## src/rtl/nr_div_pkg.sv

```systemverilog
package nr_div_pkg;

  typedef enum logic [1:0] {
    ST_IDLE  = 2'd0,
    ST_MUL_D = 2'd1,
    ST_MUL_X = 2'd2,
    ST_FINAL = 2'd3
  } nr_state_e;

  // Reciprocal of the midpoint of interval k out of 2^j over [0.5,1),
  // scaled by 2^sf and rounded to nearest.
  function automatic longint nr_seed_word(input int k, input int j, input int sf);
    longint num;
    longint den;
    longint twice;
    num   = longint'(1) << (sf + j + 3);
    den   = (longint'(1) << (j + 1)) + longint'(2 * k + 1);
    twice = num / den;
    return (twice + 1) >>> 1;
  endfunction

  // Number of refinements needed for the seed precision to reach target bits.
  function automatic int nr_iter_count(input int j, input int target);
    int bits;
    int n;
    bits = (j == 0) ? 1 : j + 1;
    n = 0;
    while (bits < target) begin
      bits = bits * 2;
      n = n + 1;
    end
    return (n == 0) ? 1 : n;
  endfunction

endpackage

```

## src/rtl/nr_seed_rom.sv

```systemverilog
module nr_seed_rom #(
  parameter int W  = 16,
  parameter int J  = 5,
  parameter int SF = 8
) (
  input  logic [W-1:0]  div_in,
  output logic [SF+1:0] seed_out
);
  import nr_div_pkg::*;

  localparam int SWW = SF + 2;

  generate
    if (J == 0) begin : g_unit
      // No table: first estimate is exactly one.
      logic unused_div;
      assign unused_div = ^div_in;
      assign seed_out = SWW'(longint'(1) << SF);
    end else begin : g_table
      localparam int ENTRIES = 1 << J;
      logic [SWW-1:0] tbl [ENTRIES];
      for (genvar k = 0; k < ENTRIES; k++) begin : g_entry
        assign tbl[k] = SWW'(nr_seed_word(k, J, SF));
      end
      logic [J-1:0] idx;
      assign idx = div_in[W-2 -: J];
      logic unused_div;
      assign unused_div = ^{div_in[W-1], div_in[W-2-J:0]};
      assign seed_out = tbl[idx];
    end
  endgenerate

endmodule

```

## src/rtl/nr_mul.sv

```systemverilog
module nr_mul #(
  parameter int AW = 22,
  parameter int SH = 20
) (
  input  logic [AW-1:0] a,
  input  logic [AW-1:0] b,
  output logic [AW-1:0] y
);
  localparam int PW = 2 * AW;

  logic [PW-1:0] full;
  assign full = PW'(a) * PW'(b);
  // Keep AW bits starting at the binary point; the rest is truncated.
  assign y = full[SH +: AW];

  logic unused_bits;
  assign unused_bits = ^{full[SH-1:0], full[PW-1:SH+AW]};

endmodule

```

## src/rtl/nr_div_ctrl.sv

```systemverilog
module nr_div_ctrl #(
  parameter int ITERS = 2
) (
  input  logic clk,
  input  logic rst_n,
  input  logic start,
  output logic accept,
  output logic do_p,
  output logic do_x,
  output logic do_fin
);
  import nr_div_pkg::*;

  localparam int ITW = $clog2(ITERS) + 1;

  nr_state_e        state_q;
  nr_state_e        state_d;
  logic [ITW-1:0]   it_q;
  logic [ITW-1:0]   it_d;
  logic             last_iter;

  assign accept    = (state_q == ST_IDLE) && start;
  assign do_p      = (state_q == ST_MUL_D);
  assign do_x      = (state_q == ST_MUL_X);
  assign do_fin    = (state_q == ST_FINAL);
  assign last_iter = (it_q == ITW'(ITERS - 1));

  always_comb begin
    state_d = state_q;
    it_d    = it_q;
    unique case (state_q)
      ST_IDLE: begin
        if (start) begin
          state_d = ST_MUL_D;
          it_d    = '0;
        end
      end
      ST_MUL_D: state_d = ST_MUL_X;
      ST_MUL_X: begin
        if (last_iter) begin
          state_d = ST_FINAL;
        end else begin
          state_d = ST_MUL_D;
          it_d    = it_q + 1'b1;
        end
      end
      ST_FINAL: state_d = ST_IDLE;
      default:  state_d = ST_IDLE;
    endcase
  end

  always_ff @(posedge clk) begin
    if (!rst_n) begin
      state_q <= ST_IDLE;
      it_q    <= '0;
    end else begin
      state_q <= state_d;
      it_q    <= it_d;
    end
  end

endmodule

```

## src/rtl/nr_recip_div.sv

```systemverilog
module nr_recip_div #(
  parameter int W         = 16,
  parameter int SEED_IDX  = 5,
  parameter int SEED_FRAC = 8,
  parameter int GUARD     = 4
) (
  input  logic           clk,
  input  logic           rst_n,
  input  logic           start,
  input  logic [W-1:0]   divisor,
  input  logic [W-1:0]   dividend,
  output logic [W+1:0]   recip,
  output logic [W:0]     quot,
  output logic           done
);
  import nr_div_pkg::*;

  localparam int F     = W + GUARD;
  localparam int XW    = F + 2;
  localparam int ITERS = nr_iter_count(SEED_IDX, F);
  localparam int LAT   = 2 * ITERS + 1;

  // Named internal events, observed by the bound checker.
  logic accept;
  logic do_p;
  logic do_x;
  logic do_fin;
  logic dx_over;
  logic fin_over;
  logic [SEED_FRAC+1:0] seed_x;

  logic [F-1:0]  d_q;
  logic [F-1:0]  n_q;
  logic [XW-1:0] x_q;
  logic [XW-1:0] p_q;
  logic [F:0]    corr_term;
  logic [XW-1:0] mul_a;
  logic [XW-1:0] mul_b;
  logic [XW-1:0] mul_y;
  logic [W+1:0]  recip_q;
  logic [W:0]    quot_q;
  logic          done_q;

  nr_div_ctrl #(.ITERS(ITERS)) u_ctrl (
    .clk    (clk),
    .rst_n  (rst_n),
    .start  (start),
    .accept (accept),
    .do_p   (do_p),
    .do_x   (do_x),
    .do_fin (do_fin)
  );

  nr_seed_rom #(.W(W), .J(SEED_IDX), .SF(SEED_FRAC)) u_seed (
    .div_in   (divisor),
    .seed_out (seed_x)
  );

  // 2 - D*x by inversion of the low F+1 bits (one ulp short, no carry).
  assign corr_term = ~p_q[F:0];
  assign dx_over   = p_q[F+1];

  // Operand routing for the shared multiplier.
  assign mul_a = do_fin ? {2'b00, n_q} : x_q;
  assign mul_b = do_p   ? {2'b00, d_q} :
                 do_fin ? x_q          : {1'b0, corr_term};

  nr_mul #(.AW(XW), .SH(F)) u_mul (
    .a (mul_a),
    .b (mul_b),
    .y (mul_y)
  );

  assign fin_over = mul_y[F+1];

  always_ff @(posedge clk) begin
    if (!rst_n) begin
      d_q     <= '0;
      n_q     <= '0;
      x_q     <= '0;
      p_q     <= '0;
      recip_q <= '0;
      quot_q  <= '0;
      done_q  <= 1'b0;
    end else begin
      done_q <= do_fin;
      if (accept) begin
        d_q <= {divisor,  {GUARD{1'b0}}};
        n_q <= {dividend, {GUARD{1'b0}}};
        x_q <= {seed_x, {(F - SEED_FRAC){1'b0}}};
      end
      if (do_p) p_q <= mul_y;
      if (do_x) x_q <= mul_y;
      if (do_fin) begin
        recip_q <= x_q[F+1:GUARD];
        quot_q  <= mul_y[F:GUARD];
      end
    end
  end

  assign recip = recip_q;
  assign quot  = quot_q;
  assign done  = done_q;

endmodule

```

## config.mk

```make
export PLATFORM = sky130hd
export DESIGN_NAME = nr_recip_div
export DESIGN_NICKNAME = d
export VERILOG_FILES = /design/src/rtl/nr_div_pkg.sv /design/src/rtl/nr_seed_rom.sv /design/src/rtl/nr_mul.sv /design/src/rtl/nr_div_ctrl.sv /design/src/rtl/nr_recip_div.sv
export SDC_FILE = /design/constraint.sdc
export NUM_CORES = 1
export LEC_CHECK = 0
export ABC_AREA = 1
export BUFFER_PORTS_ARGS = -buffer_cell sky130_fd_sc_hd__buf_4
export CORE_AREA = 2 2 296 298
export DETAILED_ROUTE_END_ITERATION = 10
export DIE_AREA = 0 0 298 300
export SYNTH_ARGS = -nofsm -noshare
export SYNTH_HDL_FRONTEND = slang
export SYNTH_HIERARCHICAL = 1
export SYNTH_SLANG_ARGS = --single-unit
```

## constraint.sdc

```tcl
create_clock -name clk -period 14.89 [get_ports clk]
set_input_delay 2.978 -clock clk [delete_from_list [all_inputs] [get_ports clk]]
set_output_delay 2.978 -clock clk [all_outputs]
set_load 0.03 [all_outputs]
```

Yosys cells after proc, flatten, opt, wreduce, memory -nomap -nowiden
Memory sizes are Yosys's and may differ from the RTL's. Index checks and enable logic that the tools add are counted.

Register bits after elaboration: 115. Bits in latches: 0. RAM bits: 0. Memory bits (read-only): 320. Bits of input ports: 35. Output and inout port bits: 36. Word-level logic and storage cells: 39. Memories kept: 1.

Memory list: (name not given) (words 32, width 10, rd ports 1, clocked after Yosys merged registers in 0, write ports 0, line nr_seed_rom.sv:29) `assign seed_out = tbl[idx];`.

$add $sub $neg: 1. Multipliers: 1. Divide/modulo/power cells: 0. Order comparisons: 1. Equality and inequality tests: 6. Shifts and indexed selects: 0. Mux-type cells: 13. Bitwise gates (word level): 2. Reductions and logical operators: 5.

Operators with widths (number): 22-bit two-way mux (5); 22-bit by 22-bit multiplier with 42-bit output (1); 21-bit NOT (1); 10-bit two-way mux (2); 2-bit two-way mux (4); 2-bit one-hot mux with 4 select lines (1); 6-bit >= comparator, second input constant (1); 5-bit NOT with 6-bit output (1); 2-bit by 1-bit == test with 1-bit output, second input constant (2); 2-bit == test, second input constant (2); 2-bit inequality test, second input constant (2); 2-bit one-hot mux with 2 select lines (1); 2-bit nonzero test (2); 3-bit AND reduction (1); 2-bit by 1-bit adder with 2-bit output, second input constant (1); 2-bit logical NOT (1); 1-bit logical AND (1).

Longest topological paths before layout
Word-level depth: 6. Gate-level depth with buffers: 39. Depth with buffers taken out: 36.

Hierarchy
The synthesis kept the hierarchy.

By module, submodules not included: nr_mul (times used 1, cells an instance 2199, area each 16254.3 um^2, seq. area each 0.0 um^2); nr_recip_div (times used 1, cells an instance 643, area each 4526.8 um^2, seq. area each 2222.1 um^2); nr_seed_rom (times used 1, cells an instance 92, area each 459.2 um^2, seq. area each 0.0 um^2); nr_div_ctrl (times used 1, cells an instance 32, area each 215.2 um^2, seq. area each 80.1 um^2).

Worst setup path before layout
OpenSTA, ideal clock, no wires.

Path type: reg-to-reg. Start: register u_ctrl.state_q[1]. End: register x_q[19]. Library setup time: 64 ps. Arrival: 6598 ps. Data required time: 14826 ps. Setup slack: 8229 ps. Cell stages (with the launch flop): 35. Path buffers: 3. Clock period less this slack: 6661 ps. Cells stage by stage: dfxtp_1 or2_1 inv_1 buf_2 inv_2 buf_2 nand2_1 nand2_1 clkbuf_1 nand2_1 fa_1 inv_1 fa_1 inv_1 fa_1 inv_1 fa_1 fa_1 fa_1 inv_1 fa_1 inv_1 ha_1 nand2_1 nor2_2 nand2_1 nor4_4 nand3_1 nand3_1 nand2_1 nand2_1 inv_1 a21oi_1 nand2_1 nor2_1.

Elaborated cells on any way between the ends: 11. Classes of those cells: mul (1); eq/ne (3); mux (4); reduce/logical (3).

RTL lines: start, declared (line nr_div_ctrl.sv:16) `nr_state_e state_q;`; start signal, assigned (line nr_div_ctrl.sv:57) `state_q <= state_d;`; 2-bit by 1-bit == test with 1-bit output (line nr_div_ctrl.sv:23) `assign do_p = (state_q == ST_MUL_D);`; named net do_p (line nr_recip_div.sv:25) `logic do_p;`; 22-bit two-way mux (line nr_recip_div.sv:65) `assign mul_b = do_p ? {2'b00, d_q} :`; named net mul_b[7] (line nr_recip_div.sv:38) `logic [XW-1:0] mul_b;`; 22-bit by 22-bit multiplier with 42-bit output (line nr_mul.sv:12) `assign full = PW'(a) * PW'(b);`; named net mul_y[19] (line nr_recip_div.sv:39) `logic [XW-1:0] mul_y;`; 22-bit two-way mux (line nr_recip_div.sv:93) `if (do_x) x_q <= mul_y;`; end signal, assigned (line nr_recip_div.sv:90) `x_q <= {seed_x, {(F - SEED_FRAC){1'b0}}};`; end signal, assigned (line nr_recip_div.sv:93); end, declared (line nr_recip_div.sv:34) `logic [XW-1:0] x_q;`.

The timed path passes the listed nets, and every way through them passes these cells. A chain may end at the register's enable or synchronous reset.

Worst setup path in the final report
Start: register u_ctrl.state_q[1]. End: register x_q[4].

The elaborated chain is that of the path after synthesis.

==> flow_summary.ini <==
[drt]
antenna_left = 0
drc = 0
drtIter0Drc = 1145
viasPerCell = 4.36
wl_mm = 62.2
first_pass_iters = 6
wire_per_inst_um = 15.1
num_vias = 18000

[cells_and_area]
layout_common_cells = nand2_1 (867), inv_1 (725), fa_1 (395)
area_delta_synth_final_pct = 10.5
diodes = 0
fillCellCount = 9555
final_common_cell = nand2_1
layout-drive-gt1-share_pct = 5.96
final-instance-count-excl-fill = 4124
final_nets = 3535

[timing]
worst-slew-pin-transition_ns = 1.20
fmax_mhz = 115
post-route-period-util_pct = 58.4
rsz0062_at_grt = no
maxSlewViolCount = 0
setup_violations = 0
layout_min_cycle_time_ns = 8.70
relSlewSlack_pct = 19.9
finalHoldViolations = 0
setup_tns_ns = 0
clock_skew_ns = 0.0107

[yosys]
synth_cells = 2966
synth_simple_gate_area_share_pct = 21.1
synth_flop_cell = dfxtp_1
synthXorXnorAreaFrac_pct = 0.449
ys_async_sr_fraction_pct = 0
yosysWarnings = 6
synth_cell_type_count = 38
syn_area_um2 = 21500
synthMuxAreaShare_pct = 0
avgSynthCellArea_um2 = 7.23
synth-seq-cells = 115
synth-compound-area-share_pct = 6.29
synth_top_family_by_area = adder cells
synth_fa_ha_area_share_pct = 45.5
synth_fp_nets = 3545
synth_enable_flop_cells = 0
yosysSeqAreaShare_pct = 10.7

[placement]
port_buffers = 70
dp_cells = 4092
place_congestion = 0.902
dp.final_hpwl_mm = 49.1

[die]
die_area_um2 = 89400
initial_utilization_pct = 24.9
die_h_um = 300
core_um2 = 86200
die_w_um = 298
num_rows = 108
design.portCount = 71

[clock_tree]
insertion_delay_ns = 0.42
cts_buffers = 17
cts.clk_slew.worst_paths_ns = 0.06
clk_path_buf_depth = 2
h-tree-depth = 4
cts_root_buf = clkbuf_16
ctsResizeCount = 0
post-cts-setup-buffers = 0
cts.sinks = 115
cts_hold_buf = 0
cts_tree = yes

[critical_path]
worstSetupPathType = flop to flop
cp.required_ns = 15.23
reg2reg_slack_ns = 6.19
crit_path_frequent_cell = fa_1
end_kind = flop
slowest_delay_ns = 0.66
worst-endpoint-arrival_ns = 9.04
critPathMaxFanout = 47
critical_path.startpoint_type = flop
timing.critical_path.slowest_stage_cell = nand2_1

[grt]
grtUsageTotal_pct = 14.2
grt_first_pass_wirelength_mm = 102
grt_start_max_net_pins = 76
first_global_vias = 18800
antenna_found_initial = 0
grt_overflow = 0

[job]
max_cap_viol_count = 0

[min_path]
hold_class = flop to flop

[outcome]
status = finished, final reports clean
cells in the mapped netlist (6+ instances only):
master / number / area share (%)
nand2_1: 867 / 15
inv_1: 726 / 13
fa_1: 395 / 37
nor2_1: 210 / 3.7
ha_1: 149 / 8.7
a21oi_1: 120 / 2.8
dfxtp_1: 115 / 11
o21ai_0: 111 / 2.6
clkbuf_1: 102 / 1.8
nand3_1: 45 / 1.0
buf_2: 17 / 0.40
o21ai_1: 12 / 0.28
nand2_2: 11 / 0.32
buf_4: 9 / 0.31
nand4_1: 9 / 0.26
a21o_1: 8 / 0.28
buf_6: 8 / 0.42
xor2_1: 8 / 0.33
inv_2: 7 / 0.12
nor3_1: 6 / 0.14
o21bai_1: 6 / 0.21
critical path, delay by kind of cell, from the launching register on:
family	cells	cell delay, ns
fa+ha+maj	8	3.88
simple gates	6	1.58
buf+inv	8	1.20
compound gates	5	1.18
flops	1	0.38
xor+xnor	1	0.34
metal layers:
layer  vias to the layer above  track usage, %  share of wire (%)
li1                       8543               -                  -
met5                         -               0                  0
met2                       484            25.8                 51
met1                      8897            18.1                 43
met4                         0            3.19                1.7
met3                        61            1.36                4.9
per-stage QoR:
step | hold slack (ns) | setup slack (ns) | util [%] | instance area [um^2]
after global routing | 0.480 | 5.57 | 27.5 | 23700
after detailed placement | 0.454 | 6.20 | 26.8 | 23100
after CTS | 0.462 | 6.18 | 27.5 | 23700
final | 0.459 | 6.19 | 27.5 | 23700
after floorplan | 0.430 | 8.23 | - | 21500
after global placement | 0.447 | 6.20 | 26.8 | 23100
registers in the layout, indices dropped and copies added, names as in the netlist:
register,cells
n_q,16
quot,17
recip,18
done,1
u_ctrl/state_q,2
p_q,21
u_ctrl/it_q,2
d_q,16
x_q,22
worst paths after layout:
check | to | from | depth (start not counted)
max | x_q[4] | u_ctrl/state_q[1] | 28
min | p_q[20] | p_q[20] | 2
max reg2reg | x_q[4] | u_ctrl/state_q[1] | 28
min reg2reg | p_q[20] | p_q[20] | 2
cell type report:
class | count | area (um^2) | area share [%]
well taps | 1155 | 1450 | 6.10
multi-input cells | 1977 | 15800 | 66.7
clock buffers | 18 | 429 | 1.81
repair buffers | 110 | 826 | 3.48
flip-flops and latches | 115 | 2300 | 9.71
clock inverters | 14 | 133 | 0.560
inverters | 735 | 2770 | 11.7
cell families (layout without fill, tap and decap cells):
family          after synthesis  in the layout
compound gates              261            261
buf+inv                     874            877
other cells                   2              2
flops                       115            115
xor+xnor                     11             11
fa+ha+maj                   544            544
simple gates               1159           1159
Power is left out: the tool's default activity adds up to more than one toggle a clock period on the data nets, which glitch-free logic cannot reach.
